===== src/rtl/rtc_pkg.sv =====
// Package: shared constants and command decode for the serial RTC slave.
// Assumes an 8-bit command and a 32-byte RAM addressed by command[4:0].
package rtc_pkg;

    localparam int CMD_W      = 8;
    localparam int FRAME_BITS = 2 * CMD_W;
    localparam int NV_AW      = 5;
    localparam int NV_BYTES   = 1 << NV_AW;

    localparam logic [CMD_W-1:0] CMD_STATUS    = 8'h30;
    localparam logic [CMD_W-1:0] CMD_CONTROL   = 8'h31;
    localparam logic [CMD_W-1:0] CMD_FAULT_ACK = 8'hB1;
    localparam int               FAULT_ACK_BIT = 2;
    localparam logic [CMD_W-1:0] FAULT_FLAGS   = 8'h18;

    typedef enum logic [2:0] {
        SRC_NONE,
        SRC_RAM,
        SRC_STAT,
        SRC_CTRL,
        SRC_TIME
    } rd_src_e;

    // Map a command byte onto the register it reads.
    function automatic rd_src_e classify(input logic [CMD_W-1:0] c);
        rd_src_e s;
        if (c[CMD_W-1:NV_AW] == '0)  s = SRC_RAM;
        else if (c[7:4] == 4'h2)     s = SRC_TIME;
        else if (c == CMD_STATUS)    s = SRC_STAT;
        else if (c == CMD_CONTROL)   s = SRC_CTRL;
        else                         s = SRC_NONE;
        return s;
    endfunction

    // True for commands that store the value byte into RAM.
    function automatic logic is_ram_write(input logic [CMD_W-1:0] c);
        return c[CMD_W-1:NV_AW] == 3'b100;
    endfunction

endpackage


===== src/rtl/rtc_frame_ctl.sv =====
// Module: frame sequencer. Detects qualified falling serial-clock edges,
// counts frame phases (idle, 0..FRAME_BITS) and shifts command and value.
// Assumes all inputs are synchronous to clk; ce low aborts the frame.
module rtc_frame_ctl
    import rtc_pkg::*;
#(
    parameter int FB = FRAME_BITS
) (
    input  logic             clk,
    input  logic             rst_n,
    input  logic             ce,
    input  logic             sclk,
    input  logic             sdi,
    output logic             shift_stb,
    output logic             cmd_stb,
    output logic             last_stb,
    output logic             second_half,
    output logic [CMD_W-1:0] cmd_q,
    output logic [CMD_W-1:0] cmd_next,
    output logic [CMD_W-1:0] val_next
);
    localparam int PW   = $clog2(FB + 1);
    localparam int HALF = FB / 2;

    logic             sclk_q;
    logic             idle;
    logic [PW-1:0]    ph;
    logic [PW-1:0]    eff_ph;
    logic [CMD_W-1:0] val_q;
    logic             fall;

    // Purpose: phase seen by this edge; idle counts as phase zero.
    always_comb begin
        eff_ph      = idle ? '0 : ph;
        fall        = ce & sclk_q & ~sclk;
        shift_stb   = fall & (eff_ph < PW'(FB));
        second_half = eff_ph >= PW'(HALF);
        cmd_stb     = shift_stb & (eff_ph == PW'(HALF - 1));
        last_stb    = shift_stb & (eff_ph == PW'(FB - 1));
        cmd_next    = {cmd_q[CMD_W-2:0], sdi};
        val_next    = {val_q[CMD_W-2:0], sdi};
    end

    // Purpose: remember last sampled serial clock for edge detection.
    always_ff @(posedge clk) begin
        if (!rst_n) sclk_q <= 1'b0;
        else        sclk_q <= sclk;
    end

    // Purpose: advance the phase and shift the command or value byte.
    always_ff @(posedge clk) begin
        if (!rst_n || !ce) begin
            idle  <= 1'b1;
            ph    <= '0;
            cmd_q <= '0;
            val_q <= '0;
        end else begin
            idle <= 1'b0;
            ph   <= shift_stb ? eff_ph + PW'(1) : eff_ph;
            if (shift_stb && !second_half) cmd_q <= cmd_next;
            if (shift_stb && second_half)  val_q <= val_next;
        end
    end

endmodule


===== src/rtl/rtc_nvram.sv =====
// Module: byte-wide register file standing in for battery-backed RAM.
// Assumes one write port and one combinational read port; reset loads
// each byte from the INIT parameter.
module rtc_nvram
    import rtc_pkg::*;
#(
    parameter int                 BYTES = NV_BYTES,
    parameter logic [BYTES*8-1:0] INIT  = '0
) (
    input  logic                     clk,
    input  logic                     rst_n,
    input  logic                     we,
    input  logic [$clog2(BYTES)-1:0] waddr,
    input  logic [7:0]               wdata,
    input  logic [$clog2(BYTES)-1:0] raddr,
    output logic [7:0]               rdata
);
    logic [7:0] mem [BYTES];

    for (genvar i = 0; i < BYTES; i++) begin : g_byte
        // Purpose: hold one byte, reloaded from INIT on reset.
        always_ff @(posedge clk) begin
            if (!rst_n)                         mem[i] <= INIT[i*8 +: 8];
            else if (we && waddr == i[$clog2(BYTES)-1:0]) mem[i] <= wdata;
        end
    end

    // Purpose: asynchronous read of the addressed byte.
    always_comb rdata = mem[raddr];

endmodule


===== src/rtl/rtc_read_sel.sv =====
// Module: picks the byte a read command returns. Unlisted time codes and
// non-readable commands yield zero. Purely combinational.
module rtc_read_sel
    import rtc_pkg::*;
#(
    parameter logic [7:0] CTRL_VALUE = 8'h00
) (
    input  logic [CMD_W-1:0] cmd,
    input  logic [7:0]       ram_byte,
    input  logic [7:0]       status,
    input  logic [7:0]       t_sec,
    input  logic [7:0]       t_min,
    input  logic [7:0]       t_hour,
    input  logic [7:0]       t_day,
    input  logic [7:0]       t_mon,
    input  logic [7:0]       t_year,
    output logic [7:0]       rd_byte
);
    logic [7:0] time_byte;

    // Purpose: choose a BCD time field from the low command nibble.
    always_comb begin
        unique case (cmd[3:0])
            4'h0:    time_byte = t_sec;
            4'h1:    time_byte = t_min;
            4'h2:    time_byte = t_hour;
            4'h4:    time_byte = t_day;
            4'h5:    time_byte = t_mon;
            4'h6:    time_byte = t_year;
            default: time_byte = 8'h00;
        endcase
    end

    // Purpose: route the selected source to the read byte.
    always_comb begin
        unique case (classify(cmd))
            SRC_RAM:  rd_byte = ram_byte;
            SRC_TIME: rd_byte = time_byte;
            SRC_STAT: rd_byte = status;
            SRC_CTRL: rd_byte = CTRL_VALUE;
            default:  rd_byte = 8'h00;
        endcase
    end

endmodule


===== src/rtl/rtc_serial_slave.sv =====
// Module: top of the serial RTC slave. Ties the frame sequencer, RAM and
// read selector together; owns the status byte, the output shifter, sdo
// and the fault-clear pulse. Assumes synchronous inputs on clk.
module rtc_serial_slave
    import rtc_pkg::*;
#(
    parameter logic [NV_BYTES*8-1:0] NV_INIT     = '0,
    parameter logic [7:0]            STATUS_INIT = 8'h90,
    parameter logic [7:0]            CTRL_VALUE  = 8'h00
) (
    input  logic       clk,
    input  logic       rst_n,
    input  logic       ce,
    input  logic       sclk,
    input  logic       sdi,
    input  logic [7:0] bcd_sec,
    input  logic [7:0] bcd_min,
    input  logic [7:0] bcd_hour,
    input  logic [7:0] bcd_day,
    input  logic [7:0] bcd_mon,
    input  logic [7:0] bcd_year,
    output logic       sdo,
    output logic       fault_clr
);
    logic             shift_stb, cmd_stb, last_stb, second_half;
    logic [CMD_W-1:0] cmd_q, cmd_next, val_next;
    logic [7:0]       ram_rd, sel_byte, status_q, out_sh;
    logic             ram_we, ack_hit;

    rtc_frame_ctl #(.FB(FRAME_BITS)) u_frame (
        .clk         (clk),
        .rst_n       (rst_n),
        .ce          (ce),
        .sclk        (sclk),
        .sdi         (sdi),
        .shift_stb   (shift_stb),
        .cmd_stb     (cmd_stb),
        .last_stb    (last_stb),
        .second_half (second_half),
        .cmd_q       (cmd_q),
        .cmd_next    (cmd_next),
        .val_next    (val_next)
    );

    // Purpose: decode the end-of-frame write and fault acknowledge.
    always_comb begin
        ram_we  = last_stb & is_ram_write(cmd_q);
        ack_hit = last_stb & (cmd_q == CMD_FAULT_ACK) & val_next[FAULT_ACK_BIT];
    end

    rtc_nvram #(.BYTES(NV_BYTES), .INIT(NV_INIT)) u_ram (
        .clk   (clk),
        .rst_n (rst_n),
        .we    (ram_we),
        .waddr (cmd_q[NV_AW-1:0]),
        .wdata (val_next),
        .raddr (cmd_next[NV_AW-1:0]),
        .rdata (ram_rd)
    );

    rtc_read_sel #(.CTRL_VALUE(CTRL_VALUE)) u_sel (
        .cmd      (cmd_next),
        .ram_byte (ram_rd),
        .status   (status_q),
        .t_sec    (bcd_sec),
        .t_min    (bcd_min),
        .t_hour   (bcd_hour),
        .t_day    (bcd_day),
        .t_mon    (bcd_mon),
        .t_year   (bcd_year),
        .rd_byte  (sel_byte)
    );

    // Purpose: status byte with fault flags cleared on acknowledge.
    always_ff @(posedge clk) begin
        if (!rst_n)       status_q <= STATUS_INIT;
        else if (ack_hit) status_q <= status_q & ~FAULT_FLAGS;
    end

    // Purpose: one-cycle request to clear the interrupt fault bit.
    always_ff @(posedge clk) begin
        if (!rst_n) fault_clr <= 1'b0;
        else        fault_clr <= ack_hit;
    end

    // Purpose: capture the read byte at command completion, then shift it.
    always_ff @(posedge clk) begin
        if (!rst_n)                        out_sh <= '0;
        else if (cmd_stb)                  out_sh <= sel_byte;
        else if (shift_stb && second_half) out_sh <= {out_sh[6:0], 1'b0};
    end

    // Purpose: drive data-out, low outside the second half of a frame.
    always_ff @(posedge clk) begin
        if (!rst_n || !ce) sdo <= 1'b0;
        else if (shift_stb) sdo <= second_half ? out_sh[7] : 1'b0;
    end

endmodule


===== config.mk =====
export PLATFORM = sky130hd
export DESIGN_NAME = rtc_serial_slave
export DESIGN_NICKNAME = d
export VERILOG_FILES = /design/src/rtl/rtc_pkg.sv /design/src/rtl/rtc_frame_ctl.sv /design/src/rtl/rtc_nvram.sv /design/src/rtl/rtc_read_sel.sv /design/src/rtl/rtc_serial_slave.sv
export SDC_FILE = /design/constraint.sdc
export NUM_CORES = 1
export LEC_CHECK = 0
export ABC_AREA = 1
export BUFFER_PORTS_ARGS = -buffer_cell sky130_fd_sc_hd__clkbuf_2
export CAP_MARGIN = 25
export CORE_ASPECT_RATIO = 0.5
export CORE_MARGIN = 4
export CORE_UTILIZATION = 55
export CTS_CLUSTER_DIAMETER = 100
export DETAILED_ROUTE_END_ITERATION = 7
export PLACE_DENSITY_LB_ADDON = 0.15
export SETUP_SLACK_MARGIN = 0.4
export SYNTH_ARGS = -nofsm -noshare
export SYNTH_HDL_FRONTEND = slang
export SYNTH_SLANG_ARGS = --single-unit

===== constraint.sdc =====
create_clock -name clk -period 5.8 [get_ports clk]
set_input_delay 0.87 -clock clk [delete_from_list [all_inputs] [get_ports clk]]
set_output_delay 0.87 -clock clk [all_outputs]
set_load 0.01 [all_outputs]

# After elaboration in Yosys (flattened, before gate mapping)
# Memory sizes are Yosys's and may differ from the RTL's.
# Cells that the tools add are included.
[word_totals]
register_bits = 33
ramBits = 256
n_memories = 1
[memory_table]
columns = ["memory", "depth", "word_bits", "rd", "rd_clocked_by_memory_dff", "wr", "line_no", "source"]
rows = [
  ["u_ram.mem", 32, 8, 1, 0, 32, "rtc_nvram.sv:18", "logic [7:0] mem [BYTES];"],
]
[classes]
addsub = 1
magnitude_cmp = 2
n_eq_ne = 46
muxes = 141
n_bitwise = 41
reduce_logical = 42
[op_table]
columns = ["op", "n"]
rows = [
  ["$mux W8", 34],
  ["$mux W1", 99],
  ["$eq A5 B5 Y1 const B", 16],
  ["$pmux W8 S6", 1],
  ["$eq A5 B4 Y1 const B", 9],
  ["$logic_and A1 B1 Y1", 34],
  ["$or A1 B1 Y1", 32],
  ["$eq A5 B3 Y1 const B", 5],
  ["$pmux W8 S3", 1],
  ["$eq A8 B6 Y1 const B", 2],
  ["$eq A4 B3 Y1 const B", 3],
  ["$eq A5 B2 Y1 const B", 2],
  ["$mux W5", 2],
  ["$mux W3", 3],
  ["$and A1 B1 Y1", 8],
  ["$eq A4 B2 Y1 const B", 2],
  ["$eq A8 B8 Y1 const B", 1],
  ["$eq A3 B3 Y1 const B", 2],
  ["$add A5 B1 Y5 const B", 1],
  ["$eq A5 B1 Y1 const B", 1],
  ["$ge A5 B4 Y1 const B", 1],
  ["$logic_not A5 Y1", 1],
  ["$lt A5 B5 Y1 const B", 1],
  ["$eq A4 B1 Y1 const B", 1],
  ["9 further kinds", 11],
]

# Logic depth before layout (Yosys ltp)
[depth]
word_depth = 10
ltp_mapped = 16
mapped_depth_nobuf = 13

# Modules after synthesis
# From an unflattened synthesis, not the netlist that was laid out.
[hier_totals]
hier_cells = 1665
hier_area_um2 = 14511.4
[by_module_without_submodules]
columns = ["mod", "n_inst", "cells_each", "area_per_inst_um2", "seq_area_each_um2"]
rows = [
  ["rtc_nvram", 1, 1286, 12076.6, 7687.4],
  ["rtc_frame_ctl", 1, 128, 1092.3, 440.4],
  ["rtc_read_sel", 1, 166, 768.2, 0.0],
  ["rtc_serial_slave", 1, 85, 574.3, 220.2],
]

# Worst setup path before layout
# No wires, ideal clock.
[synth_path]
path_type = "input to register"
from = "in ce"
to = "mem u_ram.mem[12][0], enable pin"
setup_ns = 0.384
t_arrival_ns = 2.333
t_required_ns = 5.416
slack_ns = 3.083
stages = 9
n_path_buf = 1
path_cell_list = "nand2_1 > nor2_4 > nand2_4 > clkinv_2 > nand4_4 > nor2_4 > inv_2 > buf_6 > o21ai_0"
[synth_lines]
columns = ["element", "line_no", "source"]
rows = [
  ["from (decl)", "rtc_serial_slave.sv:13", "input logic ce,"],
  ["to (decl)", "rtc_nvram.sv:18", ""],
]

# Final worst setup path
[layout_path]
from = "reg u_frame.cmd_q[1]"
to = "reg out_sh[3]"
[layout_between]
elab_chain_len = 8
word_cells_on_any_way = 19
[layout_rtl]
columns = ["element", "line_no", "source"]
rows = [
  ["from (decl)", "rtc_frame_ctl.sv:18", "output logic [CMD_W-1:0] cmd_q,"],
  ["from (signal assigned)", "rtc_frame_ctl.sv:60", "if (shift_stb && !second_half) cmd_q <= cmd_next;"],
  ["$eq A8 B6 Y1", "rtc_pkg.sv:30", "else if (c == CMD_CONTROL) s = SRC_CTRL;"],
  ["$mux W2", "rtc_pkg.sv:30", ""],
  ["$mux W3", "rtc_pkg.sv:29", "else if (c == CMD_STATUS) s = SRC_STAT;"],
  ["$mux W3", "rtc_pkg.sv:28", "else if (c[7:4] == 4'h2) s = SRC_TIME;"],
  ["$mux W3", "rtc_pkg.sv:27", "if (c[CMD_W-1:NV_AW] == '0) s = SRC_RAM;"],
  ["$eq A3 B2 Y1 (tied with other cells)", "rtc_read_sel.sv:36", "unique case (classify(cmd))"],
  ["$pmux W8 S3 *", "rtc_read_sel.sv:36", ""],
  ["$mux W8 *", "rtc_serial_slave.sv:89", "else if (cmd_stb) out_sh <= sel_byte;"],
  ["to (signal assigned)", "rtc_serial_slave.sv:89", ""],
  ["to (signal assigned)", "rtc_serial_slave.sv:90", "else if (shift_stb && second_half) out_sh <= {out_sh[6:0], 1'b0};"],
  ["to (decl)", "rtc_serial_slave.sv:27", "logic [7:0] ram_rd, sel_byte, status_q, out_sh;"],
]
# Mark *: on every way between the ends. The rest lies on a longest branch, timed or not.
# A chain may end at the register's enable or synchronous reset.

==> flow_summary.toml <==
[clocking]
clock_sinks = 289
cts_tree = "yes"
clk_pin_slew_worst_paths_ns = 0.07
cts_hold_buf = 0
insertion_delay_ns = 0.55
cts_resized = 0
cts_setup_buffers = 0
ctsLongestPathBuffers = 3
cts-htree-levels = 1
numCtsBuffers = 26
cts_root_buffer = "clkbuf_16"

[finish]
drive_above_1_share = 0.101
final_nets = 1708
final_common_cell = "nand2_1"
syn_to_final_growth_pct = 8.22
diodes = 0
final_cell_mix = "597 x nand2_1, 352 x nor2_1, 256 x edfxtp_1"

[global_route]
grt_remaining_overflow = 0
grt_max_degree = 88
grt_pass1_vias = 10557
grt_pass1_wl_um = 60300
groute.usage.overall = 0.273
antenna_found_initial = 0

[setup_path]
reg2reg_depth = 11
endpoint_kind = "register"
path_class = "register to register"
crit_slowest_cell = "dfxtp_1"
critPathArrivalTime_ns = 4.17
cp.depth = 11
worstPathRequired_ns = 6.23
worstPathCellList = "inv_1 > nand2_1 > nor2_1 > nand2_1 > nand3_1 > nor2_1 > nand2_1 > a21oi_1 > nand2_1 > nand2_1 > a21oi_1"
path_common_cell = "nand2_1"
critPathLaunchType = "register"
cpPeakStageDelay_ns = 0.92
critPathMaxFanout = 21
worst-path-buf-inv = 1
critPathTopFamily = "simple AND/OR/NAND/NOR gates"

[logic_synthesis]
syn_inst = 1643
async_flop_share = 0
netlist-cell-type-count = 31
yosys.area_share.simple = 0.322
synth_top_area_share = 0.544
synth_xor_area_frac = 0
synth_fa_ha_area_frac = 0.00177
synthTopCellsByArea = "edfxtp_1 54%, nand2_1 16%, nor2_1 9.3%, dfxtp_1 4.7%, nand3_1 2.7%"
ys.flop_type = "edfxtp_1"
synth_nets = 1698
synth_area_leader_cell = "edfxtp_1"
syn-mean-instance-area_um2 = 8.60
synth_seq_cells = 289
netlist_area_um2 = 14100
yosysWarningCount = 0
synth_edf_count = 256
synth-compound-area-share = 0.0283
yosysSeqAreaShare = 0.591
synth_top_family_by_area = "simple AND/OR/NAND/NOR gates"
synth_mux_area_frac = 0

[timing]
setup_viol = 0
max_freq_mhz = 267
rsz0062_at_grt = "false"
fin_skew_ns = 0.0104
timing.final.ws_setup_ns = 2.05
hold_viol = 0
report.final.slew_viol_count = 0
setup_tns_ns = 0
slew_headroom = 0.301
min_period_ns = 3.75
tightest_slew_ns = 1.04
timing.final.crit_share = 0.646

[route]
ant_nets = 0
post-route-drc-count = 0
vias = 11399
totalWireLength_um = 39300
vias_per_cell = 5.65
drt-pass1-iter-count = 6
initialDrtViolationCount = 1600
wl_per_cell_um = 19.5

[die]
num_io_pins = 55
fp.dieW_um = 235
core_area_um2 = 25200
dieArea_um2 = 28500
start_util = 0.560
die_h_um = 121
fp-row-count = 41

[min_path]
hold_class = "register to register"
hold_depth = 2

[placed_design]
dp_hpwl_um = 25800
portBuffers = 54
dp_slack_ns = 2.12
gp_congestion = 0.999

[pwr]
p_per_area_nw_per_um2 = 287
leakagePower_nw = 5.82
peakVddDrop_v = 0.000219
fin_total_pwr_w = 0.00440

[outcome]
status = "finished clean"

[run]
drv_cap = 0
## worst min-delay path, stage by stage (launching register included)
cell     delay (ns)
dfxtp_1        0.31
nand2_1        0.06
a21oi_1        0.06
## final timing paths
kind / startpoint / end / slack [ns]
worst min-delay path: out_sh[0]$_SDFFE_PN0P_ / out_sh[0]$_SDFFE_PN0P_ / 0.47
worst min register to register: out_sh[0]$_SDFFE_PN0P_ / out_sh[0]$_SDFFE_PN0P_ / 0.47
worst max register to register: u_frame.cmd_q[1]$_SDFFE_PP0P_ / out_sh[3]$_SDFFE_PN0P_ / 2.05
worst max-delay path: u_frame.cmd_q[1]$_SDFFE_PP0P_ / out_sh[3]$_SDFFE_PN0P_ / 2.05
## flip-flops by register name (all words and copies together) (netlist names)
signal,cells
fault_clr,1
out_sh,8
u_ram.mem,256
u_frame.ph,5
u_frame.idle,1
status_q,1
u_frame.sclk_q,1
sdo,1
u_frame.val_q,7
u_frame.cmd_q,8
## layer usage
layer / global-route usage / wire length (µm)
met1: 0.418 / 17300
met2: 0.391 / 16200
met3: 0.0772 / 5080
met4: 0.0523 / 718
met5: 0 / 0
## area by class of cell
cell class	count	area, µm²
Clock inverter	18	161
Sequential cell	289	8350
Inverter	85	328
Multi-Input combinational cell	1182	4970
Clock buffer	29	683
Timing Repair Buffer	69	370
Fill cell	2233	9940
Tap cell	344	430
## logic make-up (layout without fill, tap and decap cells)
family	after synthesis	in the layout
AO/OA/AOI/OAI	80	80
buffers and inverters	172	201
flip-flops	289	289
AND/OR/NAND/NOR	1100	1100
adder cells (fa/ha/maj)	2	2
## per-stage QoR
stage	instance area, µm²	std cells	hold WS (ns)	utilization
after floorplan	14100	1643	0.438	-
after global placement	14400	1960	0.458	0.570
after detailed placement	14400	1968	0.461	0.572
after CTS	15300	2015	0.471	0.606
after global routing	15300	2016	0.506	0.606
final	15300	2016	0.474	0.606
## cells in the mapped netlist, types with 16 or more instances
| master | instances |
|---|---|
| nor2_1 | 352 |
| inv_1 | 74 |
| clkbuf_1 | 33 |
| o21ai_0 | 38 |
| nand2_1 | 597 |
| nand4_1 | 25 |
| nand3_1 | 76 |
| edfxtp_1 | 256 |
| dfxtp_1 | 33 |
| buf_2 | 28 |
| a21oi_1 | 42 |
| nor2_4 | 16 |
## power by group
group | internal, W | leakage, nW | switching, W
logic | 0.0000693 | 2.71 | 0.000193
clock network | 0.000978 | 0.414 | 0.000774
registers | 0.00235 | 2.70 | 0.0000326
total | 0.00340 | 5.82 | 0.00100
(Power assumes the default switching activity.)
